**config.mk**
```make
export PLATFORM = sky130hd
export DESIGN_NAME = rv_ctrl_decode
export DESIGN_NICKNAME = d
export VERILOG_FILES = /design/src/rtl/rv_ctrl_decode.sv
export SDC_FILE = /design/constraint.sdc
export NUM_CORES = 1
export LEC_CHECK = 0
export ABC_AREA = 0
export BUFFER_PORTS_ARGS = -buffer_cell sky130_fd_sc_hd__buf_2
export CORE_AREA = 4 4 41 43
export DETAILED_ROUTE_END_ITERATION = 6
export DIE_AREA = 0 0 45 47
export PLACE_DENSITY = 0.73
export RECOVER_POWER = 100
export SYNTH_ARGS = -nofsm -noshare
export SYNTH_HDL_FRONTEND = slang
export SYNTH_SLANG_ARGS = --single-unit
```
**constraint.sdc**
```tcl
create_clock -name vclk -period 0.9
set_input_delay 0.045 -clock vclk [all_inputs]
set_output_delay 0.045 -clock vclk [all_outputs]
set_load 0.01 [all_outputs]
```
**src/rtl/rv_ctrl_decode.sv**
```systemverilog
module rv_ctrl_decode (
  input  logic [31:0] inst,
  input  logic        br_eq,
  input  logic        br_lt,
  output logic        pc_sel,
  output logic [2:0]  imm_sel,
  output logic        reg_wen,
  output logic        br_un,
  output logic        a_sel,
  output logic        b_sel,
  output logic [3:0]  alu_sel,
  output logic        mem_rw,
  output logic [1:0]  wb_sel
);

  localparam logic [6:0] OP_REG  = 7'b0110011;
  localparam logic [6:0] OP_IMM  = 7'b0010011;
  localparam logic [6:0] OP_LOAD = 7'b0000011;
  localparam logic [6:0] OP_STOR = 7'b0100011;
  localparam logic [6:0] OP_BRCH = 7'b1100011;
  localparam logic [6:0] OP_JAL  = 7'b1101111;
  localparam logic [6:0] OP_JALR = 7'b1100111;

  localparam logic [2:0] IMM_I = 3'd0;
  localparam logic [2:0] IMM_S = 3'd1;
  localparam logic [2:0] IMM_B = 3'd2;
  localparam logic [2:0] IMM_J = 3'd3;

  localparam logic [1:0] WB_MEM = 2'd0;
  localparam logic [1:0] WB_ALU = 2'd1;
  localparam logic [1:0] WB_PC4 = 2'd2;

  logic [6:0] opcode;
  logic [2:0] f3;
  logic       alt;
  logic       taken;
  logic       unused_fields;

  assign opcode = inst[6:0];
  assign f3     = inst[14:12];
  assign alt    = inst[30];
  assign unused_fields = ^{inst[31], inst[29:15], inst[11:7]};

  always_comb begin
    case (f3)
      3'b000:         taken = br_eq;
      3'b001:         taken = !br_eq;
      3'b100, 3'b110: taken = br_lt;
      3'b101, 3'b111: taken = !br_lt;
      default:        taken = 1'b0;
    endcase
  end

  always_comb begin
    pc_sel  = 1'b0;
    imm_sel = IMM_I;
    reg_wen = 1'b0;
    br_un   = 1'b0;
    a_sel   = 1'b0;
    b_sel   = 1'b0;
    alu_sel = 4'b0000;
    mem_rw  = 1'b0;
    wb_sel  = WB_ALU;
    case (opcode)
      OP_REG: begin
        reg_wen = 1'b1;
        alu_sel = {alt & ((f3 == 3'b000) | (f3 == 3'b101)), f3};
      end
      OP_IMM: begin
        reg_wen = 1'b1;
        b_sel   = 1'b1;
        alu_sel = {alt & (f3 == 3'b101), f3};
      end
      OP_LOAD: begin
        reg_wen = 1'b1;
        b_sel   = 1'b1;
        wb_sel  = WB_MEM;
      end
      OP_STOR: begin
        imm_sel = IMM_S;
        b_sel   = 1'b1;
        mem_rw  = 1'b1;
      end
      OP_BRCH: begin
        imm_sel = IMM_B;
        a_sel   = 1'b1;
        b_sel   = 1'b1;
        br_un   = f3[2] & f3[1];
        pc_sel  = taken;
      end
      OP_JAL: begin
        imm_sel = IMM_J;
        reg_wen = 1'b1;
        a_sel   = 1'b1;
        b_sel   = 1'b1;
        wb_sel  = WB_PC4;
        pc_sel  = 1'b1;
      end
      OP_JALR: begin
        reg_wen = 1'b1;
        b_sel   = 1'b1;
        wb_sel  = WB_PC4;
        pc_sel  = 1'b1;
      end
      default: ;
    endcase
  end

  logic known_op;
  assign known_op = (opcode == OP_REG) || (opcode == OP_IMM) || (opcode == OP_LOAD) ||
                    (opcode == OP_STOR) || (opcode == OP_BRCH) || (opcode == OP_JAL) ||
                    (opcode == OP_JALR);

  always_comb begin
    AST_STORE_NO_WRITEBACK: assert (!(mem_rw && reg_wen));
    AST_REDIRECT_USES_ADD: assert (!pc_sel || alu_sel == 4'b0000);
    AST_UNSIGNED_ONLY_BRANCH: assert (!br_un || (opcode == OP_BRCH && f3[2]));
    AST_LINK_IMPLIES_JUMP: assert (wb_sel != WB_PC4 || (pc_sel && reg_wen));
    AST_UNKNOWN_SAFE: assert (known_op || (!reg_wen && !mem_rw && !pc_sel));
    AST_PC_OPERAND_SRC: assert (!a_sel || (b_sel && !mem_rw));
  end

endmodule

```
==> results.tsv, run 1 <==
stage	metric	value	unit
power_and_ir_drop	switching power total	76.6	uW
setup_path	destination of the critical timing path	reg_wen	
clock_tree	CTS Hold Bufs	0	
routing	starting DRC count in detailed routing	8	
synthesis	dominant cell type by area after synthesis	nand3_1	
sta	slack of the critical path	-0.156	ns
routing	Vias per Instance	4.64	
global_routing	GRT Util Overall	8.50	%
routing	routed length per instance	10.4	um
power_and_ir_drop	combinational share of power	100.0	%
synthesis	cell types with the highest counts after synthesis	nor2_1 (8), nand3_1 (6), a21oi_1 (5)	
floorplan	die width	45	um
setup_path	critical path start-end classification	in2out	
floorplan	Rows	13	
cells_and_area	fraction of layout instances using a drive strength above 1	51.4	%
cells_and_area	FF+latch count	0	
setup_path	CP arrival	1.01	ns
power_and_ir_drop	Flop pwr share	0	%
outcome	violations in the final reports	setup timing	
outcome	outcome	complete, but fails checks	
global_routing	maximum number of pins on one net before global-route repair	8	
sta	highest achievable clock rate	947	MHz
clock_tree	total setup buffers inserted after CTS	0	
cells_and_area	number of clock buffers in the layout	0	
global_routing	grt total ovfl	0	
synthesis	most area-consuming cells after synthesis	nand3_1 (12%), nor2_1 (12%), xor2_1 (10%), a21oi_1 (10%), and2_1 (7.5%)	
setup_path	maximum cell stage delay along the critical path	0.41	ns
min_path	path class of the lowest-slack min-delay path	in2out	
sta	hold violation count in the final report	0	
setup_path	critical path depth	5	
floorplan	DIE HEIGHT	47	um
cells_and_area	footprint of the flip-flops and latches	0	um2
synthesis	number of unique standard cell types used by synthesis	20	
power_and_ir_drop	internal power contribution	81.8	uW
setup_path	Critical-path top delay cell	or3_4	
floorplan	initial core utilization	19.3	%
power_and_ir_drop	clock group share of total power	0	%
synthesis	Yosys warnings	0	
floorplan	number of primary I/O pins	49	
sta	final count of negative-setup-slack endpoints	8	
routing	post-route ant nets	0	
cells_and_area	filler cell count	152	
setup_path	worst setup path startpoint	inst[2]	
sta	worst hold slack after final layout	0.458	ns
place	Post-DP HPWL	792	um
floorplan	Die ar.	2120	um2
power_and_ir_drop	Leakage Power	0.236	nW
synthesis	most instantiated library cell after synthesis	nor2_1	
power_and_ir_drop	worst supply voltage drop on vdd	0.000107	V
setup_path	buffers and inverters on the worst path	2	
synthesis	share of synthesized area occupied by flip-flops and latches	0	%
global_routing	global-route wire length before repair	1.44	mm
power_and_ir_drop	post-layout total power	158	uW
setup_path	type of origin of the critical path	input pin	
synthesis	Yosys top cell area share	11.9	%
routing	total routed wirelength	930	um
place	last weighted congestion value of the routability-driven placer	0.763	
cells_and_area	# diodes	0	
setup_path	CP endpoint kind	primary output	
place	number of input and output port buffers inserted	27	
setup_path	required time worst endpoint	0.85	ns
min_path	worst hold start	inst[13]	
sta	crit path time final	1.06	ns
global_routing	initial antenna violation count	0	
sta	unrepaired setup endpoints after global routing	yes	
routing	DRC Markers	0	
cells_and_area	Layout Area Growth over Synthesis	93.5	%
sta	Final Max Tran Viols	0	
floorplan	area of the core	1300	um2
setup_path	Crit Path Max Fanout	4	
setup_path	family with the most delay on the worst path	simple AND/OR/NAND/NOR gates	
global_routing	via count of the first global-routing pass	356	
sta	fraction of the cycle the final worst path needs	117	%
flow_run	number of max-cap violations	0	
routing	vias	413	
synthesis	post-synthesis instance total	43	
cells_and_area	number of nets in the layout	110	
setup_path	critical-path cell list	buf_6, or3_4, or2_1, a21oi_2, buf_2	
power_and_ir_drop	Power Density	326	nW/um2
synthesis	Synth Area per Inst	5.85	um2
synthesis	net count after synthesis	77	
power_and_ir_drop	fraction of power spent switching nets	48.3	%
routing	length of the first detailed-routing pass in iterations	4	
synthesis	Post-Syn Area	251	um2
[tightest hold or removal path: stages]
cell      delay [ns]
buf_2           0.13
nand3_1         0.08
nor2_1          0.04
clkbuf_1        0.12
[area by class of cell]
| cell class | count | area [um2] | area share, % |
|---|---|---|---|
| tap | 15 | 18.8 | 3.86 |
| timing repair buffer | 33 | 206 | 42.4 |
| multi-input combinational | 41 | 262 | 53.7 |
[power groups by stage]
stage	clock (mW)	combinational (mW)	sequential, mW
4_1_cts	0	0.147	0
3_5_place_dp	0	0.135	0
3_3_place_gp	0	0.132	0
2_1_floorplan	0	0.0638	0
5_1_grt	0	0.176	0
6_report	0	0.158	0
[worst min path at each step]
stage                             to  depth (start not counted)
after global routing           br_un                          4
after global placement    alu_sel[1]                          3
final                          br_un                          4
after CTS                 alu_sel[1]                          3
after detailed placement  alu_sel[1]                          3
after floorplan            wb_sel[1]                          2
[cell usage in the layout (no fill, tap or decap)]
master	count
nor2_1	6
nor2_2	2
nand2_1	3
xor2_1	3
nor2b_4	1
and2_1	3
clkbuf_1	2
buf_2	19
a21oi_1	5
nor3b_1	1
nand4_1	1
buf_6	3
buf_8	1
a21oi_2	1
nor2_4	1
or3_4	1
buf_4	6
or2_1	1
and4bb_1	1
o21ai_0	2
conb_1	1
nand3_1	6
clkbuf_2	2
nand3b_1	1
nor3_4	1
[through the flow]
stage	cell area (um2)	std cells	util [%]	TNS, ns	setup slack (ns)
floorplan	255	43	-	-0.0662	-0.0493
global placement	432	89	33.2	-1.06	-0.171
detailed placement	432	89	33.2	-1.36	-0.201
CTS	459	89	35.3	-0.746	-0.162
global route	487	89	37.4	-0.974	-0.194
finish	487	89	37.4	-0.556	-0.156
[per-layer routing]
metal	GRT usage, %	wire length [um]	vias up
met5	0	0	-
met2	15.5	421	22
met1	11.7	392	182
met4	0	0	0
li1	-	-	209
met3	0.383	115	0
[cells by family after synthesis]
family	Yosys count	share of synthesized area, %
XOR/XNOR	3	10.4
AND/OR/NAND/NOR	29	63.2
AO/OA/AOI/OAI	8	17.4
buffers and inverters	2	7.46
other	1	1.49
[timing repair]
action                                  4_1_cts  5_1_grt
pin swaps                                     5        5
gates resized for setup                       6        7
endpoints found under the setup margin       13       11
Power figures use the tool's default switching activity.
==> inputs of run 2 (changes only) <==
Settings changed: REMOVE_ABC_BUFFERS set to 1.
==> run 2 against run 1 <==
Net effect:
- power rose by 3.4%
- core utilization increased by 1.3 points
- wire length increased by 3.7%
- flip-flop and latch count unchanged
- critical path type unchanged
- setup slack lost 0.0096 ns
- die area did not move
- the flow still finishes with violations (setup timing)
- sequential share of layout area unchanged
- largest cell class unchanged
- via count rose by 2.2%
==> results.tsv, run 2 (same netlist as run 1, synthesis figures left out) <==
stage	metric	value	unit	change
min_path	worst hold start	inst[13]		
global_routing	global-route wire length before repair	1.39	mm	-2.9%
floorplan	die width	45	um	unchanged
routing	Vias per Instance	4.69		+1.0%
sta	final count of negative-setup-slack endpoints	8		unchanged
power_and_ir_drop	Power Density	325	nW/um2	-0.18%
routing	starting DRC count in detailed routing	0		-8
cells_and_area	count of non-filler cells in the finished layout	90		+1.1%
sta	highest achievable clock rate	939	MHz	-0.90%
setup_path	type of origin of the critical path	input pin		
outcome	violations in the final reports	setup timing		
floorplan	Rows	13		unchanged
sta	unrepaired setup endpoints after global routing	yes		
routing	post-route ant nets	0		unchanged
cells_and_area	# diodes	0		unchanged
flow_run	number of max-cap violations	0		unchanged
floorplan	Die ar.	2120	um2	unchanged
min_path	hold endpoint	alu_sel[1]		
cells_and_area	number of clock buffers in the layout	0		unchanged
min_path	path class of the lowest-slack min-delay path	in2out		
global_routing	via count of the first global-routing pass	340		-4.5%
cells_and_area	filler cell count	145		-4.6%
setup_path	required time worst endpoint	0.85	ns	about the same
routing	DRC Markers	0		unchanged
cells_and_area	most common cell after layout, fill and taps aside	buf_2		
min_path	Hold Path Cell Cnt	3		-1
global_routing	initial antenna violation count	0		unchanged
sta	crit path time final	1.07	ns	+0.00960 ns
setup_path	CP endpoint kind	primary output		
sta	worst hold slack after final layout	0.435	ns	-0.0230 ns
routing	vias	422		+2.2%
floorplan	number of primary I/O pins	49		unchanged
routing	length of the first detailed-routing pass in iterations	1		-3
setup_path	critical path start-end classification	in2out		
routing	routed length per instance	10.7	um	+2.5%
global_routing	GRT Util Overall	8.34	%	-0.16 points
sta	aggregate negative setup slack	-0.746	ns	-0.190 ns
sta	slack of the critical path	-0.165	ns	-0.00960 ns
sta	hold violation count in the final report	0		unchanged
place	Post-DP HPWL	769	um	-2.8%
global_routing	maximum number of pins on one net before global-route repair	8		unchanged
power_and_ir_drop	worst supply voltage drop on vdd	0.000142	V	+33%
setup_path	Crit Path Max Fanout	4		unchanged
routing	total routed wirelength	964	um	+3.7%
floorplan	area of the core	1300	um2	unchanged
floorplan	initial core utilization	19.3	%	unchanged
cells_and_area	footprint of the flip-flops and latches	0	um2	unchanged
floorplan	DIE HEIGHT	47	um	unchanged
power_and_ir_drop	Leakage Power	0.244	nW	+3.3%
place	number of input and output port buffers inserted	27		unchanged
global_routing	grt total ovfl	0		unchanged
place	last weighted congestion value of the routability-driven placer	0.736		-3.4%
cells_and_area	number of nets in the layout	111		+0.91%
place	total placed cells including tap cells	89		unchanged
sta	fraction of the cycle the final worst path needs	118	%	+1.1 points
cells_and_area	FF+latch count	0		unchanged
cells_and_area	most used cells in the layout excluding fill and tap cells	buf_2 (18), nor2_1 (7), buf_4 (7)		
setup_path	CP arrival	1.02	ns	about the same
cells_and_area	Layout Area Growth over Synthesis	100	%	
place	worst setup slack before clock tree synthesis	-0.202	ns	-0.00126 ns
cells_and_area	fraction of layout instances using a drive strength above 1	56.0	%	+4.6 points
sta	Final Max Tran Viols	0		unchanged
outcome	outcome	complete, but fails checks		
[run 2: final cells by class]
cell class	instances	area (um2)	area share, %
Multi-Input combinational cell	41	268	53.1
Tap cell	15	18.8	3.72
Timing Repair Buffer	34	218	43.2
[run 2: routing by layer]
layer	global-route usage (%)	vias up	share of wire [%]
li1	-	213	-
met1	11.0	187	42
met2	15.8	22	45
met3	0.383	0	13
met4	0	0	0
met5	0	-	0
[run 2: power by group]
group,total (mW),internal (mW),switching [mW]
logic,0.164,0.0837,0.0801
registers,0,0,0
clock network,0,0,0
total,0.164,0.0837,0.0801
[run 2: worst max-delay path, cell delays in order]
cell and delay, ns:
buf_6 0.09, or3_4 0.41, or2_1 0.23, a21oi_2 0.11, buf_2 0.13
[run 2: worst max path at each step]
stage / slack (ns) / endpoint / start
2_1_floorplan: 0.02 / reg_wen / inst[2]
3_3_place_gp: -0.17 / reg_wen / inst[2]
3_5_place_dp: -0.20 / alu_sel[3] / inst[2]
4_1_cts: -0.18 / reg_wen / inst[6]
5_1_grt: -0.19 / reg_wen / inst[3]
6_report: -0.17 / reg_wen / inst[3]
[run 2: timing repair]
action                     in CTS  in global routing
gates resized for setup         7                  9
setup endpoints to repair      13                 12
hold buffers                    0                  0
buffers inserted                1                  1
pin swaps                       6                  8
[run 2: stage by stage]
step	cell area (um2)	total power, mW	util, %
after CTS	470	0.152	36.2
after detailed placement	432	0.135	33.2
after global routing	504	0.179	38.8
after floorplan	233	0.0508	-
final	504	0.164	38.8
after global placement	432	0.131	33.2
==> inputs of run 3 (changes only) <==
Settings changed: PLACE_DENSITY 0.73 to 0.7.
Clock period 0.9 ns to 1.4 ns, I/O delays scaled along.
==> run 3 against run 2 <==
Net effect:
- the run now ends clean
- sequential share of layout area stayed put
- critical path depth stayed put
- first-iteration DRC count is 6 higher
- combinational power is 55% lower
- power is 55% lower
- critical path type unchanged
- hold slack better by 0.0091 ns
- setup slack better by 0.33 ns
==> results.tsv, run 3 (same netlist as run 1, synthesis figures left out) <==
stage	metric	value	unit	change
outcome	outcome	finished, final reports clean		
floorplan	DIE HEIGHT	47	um	unchanged
sta	unrepaired setup endpoints after global routing	no		
routing	Vias per Instance	4.50		-4.0%
sta	final count of negative-setup-slack endpoints	0		-8
place	last weighted congestion value of the routability-driven placer	0.715		-3.0%
cells_and_area	number of clock buffers in the layout	0		unchanged
clock_tree	total setup buffers inserted after CTS	0		-1
power_and_ir_drop	Power Density	196	nW/um2	-40%
cells_and_area	fraction of layout instances using a drive strength above 1	29.0	%	-27 points
routing	post-route ant nets	0		unchanged
cells_and_area	Layout Area Growth over Synthesis	49.8	%	
routing	length of the first detailed-routing pass in iterations	4		+3
place	worst setup slack before clock tree synthesis	0.227	ns	+0.428 ns
power_and_ir_drop	Flop pwr share	0	%	unchanged
global_routing	global-route wire length before repair	1.29	mm	-7.4%
global_routing	maximum number of pins on one net before global-route repair	8		unchanged
global_routing	via count of the first global-routing pass	316		-7.1%
setup_path	CP endpoint kind	primary output		
setup_path	Crit Path Max Fanout	6		+2
setup_path	critical path start-end classification	in2out		
setup_path	required time worst endpoint	1.33	ns	+0.48 ns
global_routing	GRT Util Overall	7.47	%	-0.87 points
floorplan	initial core utilization	19.3	%	unchanged
floorplan	number of primary I/O pins	49		unchanged
floorplan	die width	45	um	unchanged
flow_run	number of max-cap violations	0		unchanged
sta	aggregate negative setup slack	0	ns	+0.746 ns
cells_and_area	most used cells in the layout excluding fill and tap cells	buf_2 (17), clkbuf_1 (10), nor2_1 (8)		
sta	hold violation count in the final report	0		unchanged
routing	DRC Markers	0		unchanged
global_routing	grt total ovfl	0		unchanged
sta	highest achievable clock rate	807	MHz	
min_path	hold endpoint	wb_sel[0]		
setup_path	CP arrival	1.17	ns	+0.15 ns
clock_tree	number of resized instances in the post-cts repair step	0		-7
routing	routed length per instance	10.0	um	-6.3%
clock_tree	CTS Hold Bufs	0		unchanged
cells_and_area	count of non-filler cells in the finished layout	84		-6.7%
power_and_ir_drop	fraction of power spent switching nets	56.9	%	+8.0 points
sta	slack of the critical path	0.162	ns	+0.327 ns
min_path	worst hold start	inst[4]		
power_and_ir_drop	combinational share of power	100.0	%	about the same
power_and_ir_drop	clock group share of total power	0	%	unchanged
cells_and_area	footprint of the multi-input gates	228	um2	-15%
sta	fraction of the cycle the final worst path needs	88.5	%	
cells_and_area	filler cell count	151		+4.1%
min_path	path class of the lowest-slack min-delay path	in2out		
cells_and_area	summed area of non-filler cells in the final layout	377	um2	-25%
place	number of input and output port buffers inserted	27		unchanged
power_and_ir_drop	Leakage Power	0.158	nW	-35%
sta	Final Max Tran Viols	0		unchanged
floorplan	Die ar.	2120	um2	unchanged
floorplan	Rows	13		unchanged
global_routing	initial antenna violation count	0		unchanged
min_path	Hold Path Cell Cnt	4		+1
place	Post-DP HPWL	719	um	-6.6%
place	total placed cells including tap cells	84		-5.6%
routing	vias	378		-10%
power_and_ir_drop	switching power total	42.0	uW	-48%
routing	starting DRC count in detailed routing	6		+6
power_and_ir_drop	post-layout total power	73.8	uW	-55%
cells_and_area	FF+latch count	0		unchanged
setup_path	type of origin of the critical path	input pin		
cells_and_area	# diodes	0		unchanged
power_and_ir_drop	worst supply voltage drop on vdd	0.0000521	V	-63%
cells_and_area	number of nets in the layout	105		-5.4%
cells_and_area	most common cell after layout, fill and taps aside	buf_2		
power_and_ir_drop	internal power contribution	31.8	uW	-62%
floorplan	area of the core	1300	um2	unchanged
cells_and_area	footprint of the flip-flops and latches	0	um2	unchanged
place	cell area after placement	394	um2	-8.7%
routing	total routed wirelength	843	um	-13%
sta	crit path time final	1.24	ns	
## run 3: per-layer routing
metal / track usage [%] / part of all wire (%)
met4: 0 / 0
met2: 12.7 / 40
met3: 0.766 / 13
met1: 10.8 / 47
met5: 0 / 0
## run 3: how the worst max path moves through the flow
stage	startpoint	to	slack (ns)	cells after the start
2_1_floorplan	inst[2]	reg_wen	0.47	3
3_3_place_gp	inst[3]	reg_wen	0.23	5
3_5_place_dp	inst[3]	reg_wen	0.23	5
4_1_cts	inst[3]	reg_wen	0.22	5
5_1_grt	inst[3]	alu_sel[3]	0.09	5
6_report	inst[3]	alu_sel[3]	0.16	5
## run 3: through the flow
step	util (%)	hold slack [ns]
after floorplan	-	0.230
after global placement	30.3	0.451
after detailed placement	30.3	0.450
after CTS	30.3	0.450
after global routing	28.9	0.473
final	28.9	0.444
## run 3: critical path, cell delays in order
cell and delay, ns:
buf_2 0.14, or3_1 0.44, nor2_2 0.17, and4bb_1 0.20, clkbuf_1 0.15
## run 3: area by class of cell
| cell class | instances | area share [%] |
|---|---|---|
| tap | 15 | 4.98 |
| timing repair buffer | 28 | 34.6 |
| multi-input combinational | 41 | 60.5 |
## run 3: power by group through the flow
stage               Clock (mW)  Sequential [mW]  Combinational [mW]
floorplan                    0                0              0.0326
global placement             0                0              0.0745
detailed placement           0                0              0.0757
CTS                          0                0              0.0761
global route                 0                0              0.0831
finish                       0                0              0.0738
